File: src/rtl/scl_rate_pkg.sv
package scl_rate_pkg;
  typedef enum logic [1:0] {
    PH_IDLE = 2'd0,
    PH_LOW  = 2'd1,
    PH_HIGH = 2'd2
  } scl_phase_e;
endpackage

File: src/rtl/scl_tick_div.sv
module scl_tick_div #(
  parameter int PSC_W = 8
) (
  input  logic             clk,
  input  logic             rst_n,
  input  logic             clr,
  input  logic [PSC_W-1:0] psc_q,
  output logic             tick
);
  logic [PSC_W-1:0] pcnt_q, pcnt_d;
  logic             wrap;

  assign wrap = (pcnt_q == psc_q);
  assign tick = !clr && wrap;

  always_comb begin
    pcnt_d = pcnt_q;
    if (clr || wrap) pcnt_d = '0;
    else             pcnt_d = pcnt_q + 1'b1;
  end

  always_ff @(posedge clk or negedge rst_n) begin
    if (!rst_n) pcnt_q <= '0;
    else        pcnt_q <= pcnt_d;
  end

  // the divider never runs past the captured prescale value
  assert_pcnt_bound_R1: assert property (@(posedge clk) disable iff (!rst_n)
    pcnt_q <= psc_q);
  // a cleared divider restarts from zero
  assert_clr_restart_R1: assert property (@(posedge clk) disable iff (!rst_n)
    clr |=> pcnt_q == '0);
endmodule

File: src/rtl/scl_cfg_shadow.sv
module scl_cfg_shadow #(
  parameter int PSC_W    = 8,
  parameter int CNT_W    = 8,
  parameter int LEN_W    = CNT_W + 1,
  parameter int LOW_OFS  = 7,
  parameter int HIGH_OFS = 5
) (
  input  logic               clk,
  input  logic               rst_n,
  input  logic               load,
  input  logic               hs_mode,
  input  logic [PSC_W-1:0]   psc_in,
  input  logic [2*CNT_W-1:0] low_in,
  input  logic [2*CNT_W-1:0] high_in,
  output logic [PSC_W-1:0]   psc_q,
  output logic [LEN_W-1:0]   low_len,
  output logic [LEN_W-1:0]   high_len
);
  logic [CNT_W-1:0] low_sel, high_sel;
  logic [LEN_W-1:0] low_len_d, high_len_d;

  always_comb begin
    if (hs_mode) begin
      low_sel  = low_in[2*CNT_W-1:CNT_W];
      high_sel = high_in[2*CNT_W-1:CNT_W];
    end else begin
      low_sel  = low_in[CNT_W-1:0];
      high_sel = high_in[CNT_W-1:0];
    end
    low_len_d  = LEN_W'(low_sel)  + LEN_W'(LOW_OFS);
    high_len_d = LEN_W'(high_sel) + LEN_W'(HIGH_OFS);
  end

  always_ff @(posedge clk or negedge rst_n) begin
    if (!rst_n) begin
      psc_q    <= '0;
      low_len  <= LEN_W'(LOW_OFS);
      high_len <= LEN_W'(HIGH_OFS);
    end else if (load) begin
      psc_q    <= psc_in;
      low_len  <= low_len_d;
      high_len <= high_len_d;
    end
  end

  // captured settings move only on a period-boundary load
  assert_hold_between_loads_R5: assert property (@(posedge clk) disable iff (!rst_n)
    !load |=> $stable(psc_q) && $stable(low_len) && $stable(high_len));
endmodule

File: src/rtl/scl_phase_fsm.sv
module scl_phase_fsm
  import scl_rate_pkg::*;
#(
  parameter int LEN_W = 9
) (
  input  logic             clk,
  input  logic             rst_n,
  input  logic             active,
  input  logic             tick,
  input  logic [LEN_W-1:0] low_len,
  input  logic [LEN_W-1:0] high_len,
  output logic             running,
  output logic             load,
  output logic             scl_out,
  output logic             scl_rise,
  output logic             scl_fall,
  output logic             scl_sample
);
  scl_phase_e       ph_q, ph_d;
  logic [LEN_W-1:0] tcnt_q, tcnt_d;
  logic             scl_d, rise_d, fall_d, samp_d;
  logic             last_low, last_high, mid_high;

  assign running   = (ph_q != PH_IDLE);
  assign last_low  = (tcnt_q == low_len - 1'b1);
  assign last_high = (tcnt_q == high_len - 1'b1);
  assign mid_high  = (tcnt_q == (high_len >> 1) - 1'b1);

  always_comb begin
    ph_d   = ph_q;
    tcnt_d = tcnt_q;
    scl_d  = scl_out;
    rise_d = 1'b0;
    fall_d = 1'b0;
    samp_d = 1'b0;
    load   = 1'b0;
    if (!active) begin
      ph_d   = PH_IDLE;
      tcnt_d = '0;
      scl_d  = 1'b1;
    end else begin
      case (ph_q)
        PH_IDLE: begin
          ph_d   = PH_LOW;
          tcnt_d = '0;
          scl_d  = 1'b0;
          fall_d = 1'b1;
          load   = 1'b1;
        end
        PH_LOW: if (tick) begin
          if (last_low) begin
            ph_d   = PH_HIGH;
            tcnt_d = '0;
            scl_d  = 1'b1;
            rise_d = 1'b1;
          end else begin
            tcnt_d = tcnt_q + 1'b1;
          end
        end
        PH_HIGH: if (tick) begin
          samp_d = mid_high;
          if (last_high) begin
            ph_d   = PH_LOW;
            tcnt_d = '0;
            scl_d  = 1'b0;
            fall_d = 1'b1;
            load   = 1'b1;
          end else begin
            tcnt_d = tcnt_q + 1'b1;
          end
        end
        default: begin
          ph_d  = PH_IDLE;
          scl_d = 1'b1;
        end
      endcase
    end
  end

  always_ff @(posedge clk or negedge rst_n) begin
    if (!rst_n) begin
      ph_q       <= PH_IDLE;
      tcnt_q     <= '0;
      scl_out    <= 1'b1;
      scl_rise   <= 1'b0;
      scl_fall   <= 1'b0;
      scl_sample <= 1'b0;
    end else begin
      ph_q       <= ph_d;
      tcnt_q     <= tcnt_d;
      scl_out    <= scl_d;
      scl_rise   <= rise_d;
      scl_fall   <= fall_d;
      scl_sample <= samp_d;
    end
  end

  // the tick count never exceeds the low phase length
  assert_low_in_range_R2: assert property (@(posedge clk) disable iff (!rst_n)
    (ph_q == PH_LOW) |-> tcnt_q < low_len);
  // the tick count never exceeds the high phase length
  assert_high_in_range_R3: assert property (@(posedge clk) disable iff (!rst_n)
    (ph_q == PH_HIGH) |-> tcnt_q < high_len);
  // an inactive request leaves SCL high and quiet
  assert_idle_quiet_R6: assert property (@(posedge clk) disable iff (!rst_n)
    !active |=> scl_out && !scl_rise && !scl_fall && !scl_sample);
  // the rise strobe marks a real low-to-high change
  assert_rise_edge_R7: assert property (@(posedge clk) disable iff (!rst_n)
    scl_rise |-> scl_out && !$past(scl_out));
  // the fall strobe marks a real high-to-low change
  assert_fall_edge_R7: assert property (@(posedge clk) disable iff (!rst_n)
    scl_fall |-> !scl_out && $past(scl_out));
  // the sample strobe only occurs while SCL is high, never alongside an edge strobe
  assert_sample_high_R8: assert property (@(posedge clk) disable iff (!rst_n)
    scl_sample |-> scl_out && $onehot0({scl_rise, scl_fall, scl_sample}));
endmodule

File: src/rtl/scl_rate_gen.sv
module scl_rate_gen #(
  parameter int PSC_W    = 8,
  parameter int CNT_W    = 8,
  parameter int LOW_OFS  = 7,
  parameter int HIGH_OFS = 5
) (
  input  logic               clk,
  input  logic               rst_n,
  input  logic               enable,
  input  logic               run,
  input  logic               hs_mode,
  input  logic [PSC_W-1:0]   psc_val,
  input  logic [2*CNT_W-1:0] low_cfg,
  input  logic [2*CNT_W-1:0] high_cfg,
  output logic               scl_out,
  output logic               scl_rise,
  output logic               scl_fall,
  output logic               scl_sample
);
  localparam int LEN_W = CNT_W + 1;

  logic             active, running, load, tick;
  logic [PSC_W-1:0] psc_q;
  logic [LEN_W-1:0] low_len, high_len;

  assign active = enable && run;

  scl_cfg_shadow #(
    .PSC_W(PSC_W), .CNT_W(CNT_W), .LEN_W(LEN_W),
    .LOW_OFS(LOW_OFS), .HIGH_OFS(HIGH_OFS)
  ) u_shadow (
    .clk(clk), .rst_n(rst_n), .load(load), .hs_mode(hs_mode),
    .psc_in(psc_val), .low_in(low_cfg), .high_in(high_cfg),
    .psc_q(psc_q), .low_len(low_len), .high_len(high_len)
  );

  scl_tick_div #(.PSC_W(PSC_W)) u_tick (
    .clk(clk), .rst_n(rst_n), .clr(!active || !running),
    .psc_q(psc_q), .tick(tick)
  );

  scl_phase_fsm #(.LEN_W(LEN_W)) u_fsm (
    .clk(clk), .rst_n(rst_n), .active(active), .tick(tick),
    .low_len(low_len), .high_len(high_len),
    .running(running), .load(load), .scl_out(scl_out),
    .scl_rise(scl_rise), .scl_fall(scl_fall), .scl_sample(scl_sample)
  );

  // activation from idle yields a falling edge on the next cycle
  assert_start_low_R9: assert property (@(posedge clk) disable iff (!rst_n)
    (active && !running) |=> scl_fall && !scl_out);
endmodule

File: config.mk
export PLATFORM = sky130hd
export DESIGN_NAME = scl_rate_gen
export DESIGN_NICKNAME = d
export VERILOG_FILES = /design/src/rtl/scl_rate_pkg.sv /design/src/rtl/scl_tick_div.sv /design/src/rtl/scl_cfg_shadow.sv /design/src/rtl/scl_phase_fsm.sv /design/src/rtl/scl_rate_gen.sv
export SDC_FILE = /design/constraint.sdc
export NUM_CORES = 1
export LEC_CHECK = 0
export ABC_AREA = 1
export CAP_MARGIN = 20
export CORE_UTILIZATION = 53
export CTS_CLUSTER_SIZE = 25
export DETAILED_ROUTE_END_ITERATION = 16
export DONT_BUFFER_PORTS = 1
export HOLD_SLACK_MARGIN = 0.05
export PLACE_DENSITY_LB_ADDON = 0.12
export SYNTH_ARGS = -nofsm -noshare
export SYNTH_HDL_FRONTEND = slang
export SYNTH_SLANG_ARGS = --single-unit
File: constraint.sdc
create_clock -name clk -period 2.5 [get_ports clk]
set_input_delay 0.25 -clock clk [delete_from_list [all_inputs] [get_ports clk]]
set_output_delay 0.25 -clock clk [all_outputs]
set_load 0.02 [all_outputs]
== After elaboration in Yosys (flattened, before gate mapping) ==
Cells that the tools add are included.
Word-level totals
  output and inout port bits: 4
  logic and storage cells: 71
  register bits: 49
Operators by class
  muxes and demuxes: 32
  $add $sub $neg: 7
  eq/ne operators: 11
  reduce and logical (&&, ||, !) cells: 11
Operators by type and width (count)
  $mux W9: 5
  $eq A9 B9 Y1: 3
  $pmux W9 S3: 1
  $mux W8: 3
  $add A8 B3 Y9 const B: 2
  $sub A9 B1 Y9 const B: 2
  $mux W1: 15
  $ne A3 B3 Y1 const B: 4
  $mux W2: 5
  $add A9 B1 Y9 const B: 1
  $sub A8 B1 Y9 const B: 1
  $add A8 B1 Y8 const B: 1
  $eq A8 B8 Y1: 1
  $pmux W2 S3: 1
  $ne A4 B4 Y1 const B: 1
  $reduce_and A4 Y1: 1
  $logic_not A1 Y1: 3
  $pmux W1 S3: 1
  $reduce_and A3 Y1: 1
  $eq A2 B1 Y1 const B: 1
  $eq A2 B2 Y1 const B: 1
  $logic_and A1 B1 Y1: 2
  $logic_not A2 Y1: 1
  $logic_or A1 B1 Y1: 2
  2 further kinds: 2

== Logic depth before layout (Yosys ltp) ==
  depth in word-level cells: 8
  depth in mapped cells: 15
  gate-level depth less buffers: 15

== Cells and area by module ==
From an unflattened synthesis, not the netlist that was laid out.
Second synthesis, totals
  cell total of the unflattened synthesis: 599
  area total of the unflattened synthesis: 3998.8 µm²
By module, submodules not included
  scl_phase_fsm: sequential area each 376.6 µm², area each 1928.1 µm², times used 1, cells an instance 313
  scl_cfg_shadow: sequential area each 656.9 µm², area each 1544.0 µm², times used 1, cells an instance 212
  scl_tick_div: sequential area each 200.2 µm², area each 514.2 µm², times used 1, cells an instance 71
  scl_rate_gen: sequential area each 0.0 µm², area each 12.5 µm², times used 1, cells an instance 3

== Worst setup path after synthesis ==
No wires, ideal clock.
  kind: register -> register
  start: register u_shadow.high_len[0]
  end: register u_shadow.high_len[5]
  stages on the path, launching flop included: 11
  slack: 529 ps
  arrival: 1844 ps
  data required time: 2373 ps
  path buffers: 1
  path through: dfstp_2 > inv_1 > ha_1 > xnor2_1 > nor2_1 > nand3_1 > nor2_1 > nand3_1 > o21ai_4 > buf_2 > o21ai_0
Between the ends
  longest elaborated chain between the ends: 6
RTL lines
  start, declared: line scl_cfg_shadow.sv:17  | output logic [LEN_W-1:0] high_len
  start signal, assigned: line scl_cfg_shadow.sv:38  | high_len <= LEN_W'(HIGH_OFS);
  start signal, assigned: line scl_cfg_shadow.sv:42  | high_len <= high_len_d;
  $sub A9 B1 Y9: line scl_phase_fsm.sv:26  | assign last_high = (tcnt_q == high_len - 1'b1);
  $eq A9 B9 Y1: line scl_phase_fsm.sv:26
  $mux W1: line scl_phase_fsm.sv:62  | if (last_high) begin
  $mux W1: line scl_phase_fsm.sv:60  | PH_HIGH: if (tick) begin
  $pmux W1 S2: line scl_phase_fsm.sv:42  | case (ph_q)
  $mux W1: line scl_phase_fsm.sv:37  | if (!active) begin
  named net load: line scl_rate_gen.sv:22  | logic active, running, load, tick;
The timed path passes the listed nets, and every way through them passes these cells.
A chain may end at the register's enable or synchronous reset.

== Worst setup path in the final report ==
  start: register u_shadow.high_len[2]
  end: register u_shadow.high_len[4]
Between the ends
  longest elaborated chain between the ends: 6
RTL lines (line)
  $sub A9 B1 Y9: scl_phase_fsm.sv:26
  $eq A9 B9 Y1: scl_phase_fsm.sv:26
  $mux W1: scl_phase_fsm.sv:62
  $mux W1: scl_phase_fsm.sv:60
  $pmux W1 S2: scl_phase_fsm.sv:42
  $mux W1: scl_phase_fsm.sv:37
Every way passes these cells.

==> metrics.yaml <==
crit_family: "simple AND/OR/NAND/NOR gates"
drive_above_1_share: 0.0663
rrSetupSlack_ps: 200
setup_viol: 0
synth_nets: 579
htree_levels: 2
syn_area_per_cell_um2: 6.92
cts_made_buffers: 5
grt_pass1_wl_um: 12500
die_h_um: 84.6
p_total_w: 0.00241
clkTransAtPathRegs_ps: 100
antenna_found_initial: 0
drt-vias-per-instance: 5.16
hold_ws_ps: 58.3
worst_pin_slew_ps: 419
yosys.area.top_type_share: 0.297
vias: 3120
overflow: 0
fill_cells: 603
arrival_ps: 2550
grt_use_total: 0.219
die-area_um2: 7160
outcome: "finished, final reports clean"
synth_cell_types: 32
setup_ws_ps: 197
max_freq_mhz: 434
core_area_um2: 6460
crit_slowest_cell: "dfstp_2"
tns_ps: 0
wl_per_cell_um: 13.3
postSynthCellCount: 523
ant_nets: 0
tritoncts: "yes"
dp_slack_ps: 244
clock-sinks: 49
multi_input_area_um2: 2020
io_buffers: 0
cap_violations: 0
fin_skew_ps: 5.78
endpoint_kind: "flip-flop"
synth.largest_area_cell: "dfrtp_1"
cp_slowest_stage_delay_ps: 570
rsz0062_at_grt: "no"
grt_pass1_vias: 2762
syn_area_um2: 3620
start_kind: "flip-flop"
cp_num_buf_inv: 4
clk_latency_ps: 310
rows: 29
crit_path_frequent_cell: "nand2_1"
finalCritPeriodShare: 0.921
root_buffer: "clkbuf_8"
required_ps: 2740
yosys_register_bits: 49
initialDrtViolationCount: 149
p_leak_nw: 1.92
peakVddDrop_v: 0.000268
maxSlewViolCount: 0
synth_warnings: 0
initial_core_util: 0.560
worstPathMaxFanout: 13
cts_buffer_depth: 2
power.density_nw_per_um2: 615
syn2layout_area_growth_pct: 8.44
synth.area.top_cells: "dfrtp_1, nand2_1, inv_1, xor2_1, o21ai_0"
min_path_type: "in -> reg"
relSlewSlack: 0.719
gp_congestion: 0.977
fp.dieW_um: 84.6
drc: 0
criticalPathCategory: "reg -> reg"
place_hpwl_um: 5740
n_antenna_cell: 0
io_pins: 49
worstPathCellList: "inv_1, ha_1, inv_1, nor2_1, nand3_1, nand2_1, nand2_1, nand2_1, nor2_1, nand3_2, o21ai_4, buf_12, clkbuf_16, nand2_1, o21ai_1"
hold_violations: 0
regArea_um2: 1230
grt_max_degree: 54
drt-pass1-iter-count: 4
fin_nets: 583
min_period_ps: 2300
routed_wl_um: 8060
yosysSeqAreaShare: 0.341
[synthesized netlist by cell type]
master / count
nor3_1: 9
nor2_1: 49
ha_1: 11
a21oi_1: 3
nor2_4: 1
o21ai_4: 1
or2_2: 1
a211oi_1: 1
and3_1: 1
nand2_1: 159
nor3b_1: 3
buf_2: 8
o21ai_0: 37
inv_2: 1
xnor2_1: 14
mux2_2: 4
nor2_2: 2
buf_4: 3
o21ai_2: 1
o21ai_1: 2
dfrtp_1: 43
clkbuf_2: 2
dfstp_2: 6
nand2_2: 1
inv_1: 77
nand4_1: 8
nand3_1: 33
nand3b_1: 4
mux2i_1: 5
and2_1: 1
xor2_1: 31
o21a_1: 1
[power breakdown]
group | internal [W] | switching (W) | total (W) | leakage [nW]
registers | 0.000917 | 0.000121 | 0.00104 | 0.630
clock network | 0.000204 | 0.000293 | 0.000496 | 0.0423
logic | 0.000351 | 0.000529 | 0.000879 | 1.25
[layout by cell type (no fill, tap or decap), types with 9 or more instances in the layout]
master / synthesis / layout
nor2_1: 49 / 49
ha_1: 11 / 11
inv_1: 77 / 77
o21ai_0: 37 / 37
nand2_1: 159 / 159
nand3_1: 33 / 32
dfrtp_1: 43 / 43
nor3_1: 9 / 9
xnor2_1: 14 / 14
xor2_1: 31 / 31
[what timing repair did]
item,4_1_cts,5_1_grt
hold endpoints to repair,49,1
setup buffers,0,1
hold buffers,2,1
endpoints found under the setup margin,0,3
resized for setup,0,1
[kinds of logic (layout without fill, tap and decap cells)]
logic type | Yosys count | after routing | synth area share
AO/OA/AOI/OAI | 46 | 46 | 0.0692
multiplexers | 9 | 9 | 0.0263
buffers and inverters | 91 | 96 | 0.101
adder cells (fa/ha/maj) | 11 | 11 | 0.0380
flip-flops | 49 | 49 | 0.341
XOR/XNOR | 45 | 45 | 0.109
AND/OR/NAND/NOR | 272 | 272 | 0.316
[metal layers]
metal	vias up	global-route usage	share of wire
met5	-	0	0
met4	0	0.0786	0.020
met3	12	0.0374	0.057
met2	99	0.338	0.43
met1	1385	0.312	0.49
li1	1624	-	-
[worst register-to-register path: cells and delay by family (launching register included)]
kind | cells | cell delay (ps)
adder cells (fa/ha/maj) | 1 | 250
flip-flops | 1 | 570
AO/OA/AOI/OAI | 2 | 270
buffers and inverters | 4 | 500
AND/OR/NAND/NOR | 8 | 670
[final cells by class]
type / count / share of cell area
clock inverters: 3 / 0.00670
flip-flops and latches: 49 / 0.314
inverters: 78 / 0.0746
multi-input cells: 383 / 0.516
repair buffers: 10 / 0.0462
clock buffers: 5 / 0.0175
well taps: 77 / 0.0246
[through the flow]
| step | std cells | utilization | cell area (µm²) |
|---|---|---|---|
| floorplan | 523 | - | 3620 |
| global placement | 589 | 0.568 | 3670 |
| detailed placement | 589 | 0.568 | 3670 |
| CTS | 599 | 0.589 | 3800 |
| global route | 605 | 0.608 | 3920 |
| finish | 605 | 0.608 | 3920 |
[worst paths after layout]
kind / cells after the start / endpoint / startpoint
max: 15 / u_shadow.high_len[4]$_DFFE_PN0P_ / u_shadow.high_len[2]$_DFFE_PN1P_
min: 2 / u_shadow.psc_q[1]$_DFFE_PN0P_ / psc_val[1]
max reg2reg: 15 / u_shadow.high_len[4]$_DFFE_PN0P_ / u_shadow.high_len[2]$_DFFE_PN1P_
min reg2reg: 1 / u_tick.pcnt_q[0]$_DFF_PN0_ / u_tick.pcnt_q[0]$_DFF_PN0_
max in group asynchronous: 2 / u_shadow.high_len[2]$_DFFE_PN1P_ / rst_n
min in group asynchronous: 2 / u_tick.pcnt_q[5]$_DFF_PN0_ / rst_n
[state kept, by name, summed over array words and instances, names as in the netlist]
name               count
u_fsm.ph_q             2
u_fsm.scl_fall         1
u_fsm.scl_out          1
u_fsm.scl_rise         1
u_fsm.scl_sample       1
u_fsm.tcnt_q           9
u_shadow.high_len      9
u_shadow.low_len       9
u_shadow.psc_q         8
u_tick.pcnt_q          8
No activity file was read; power rests on OpenSTA's default activity.
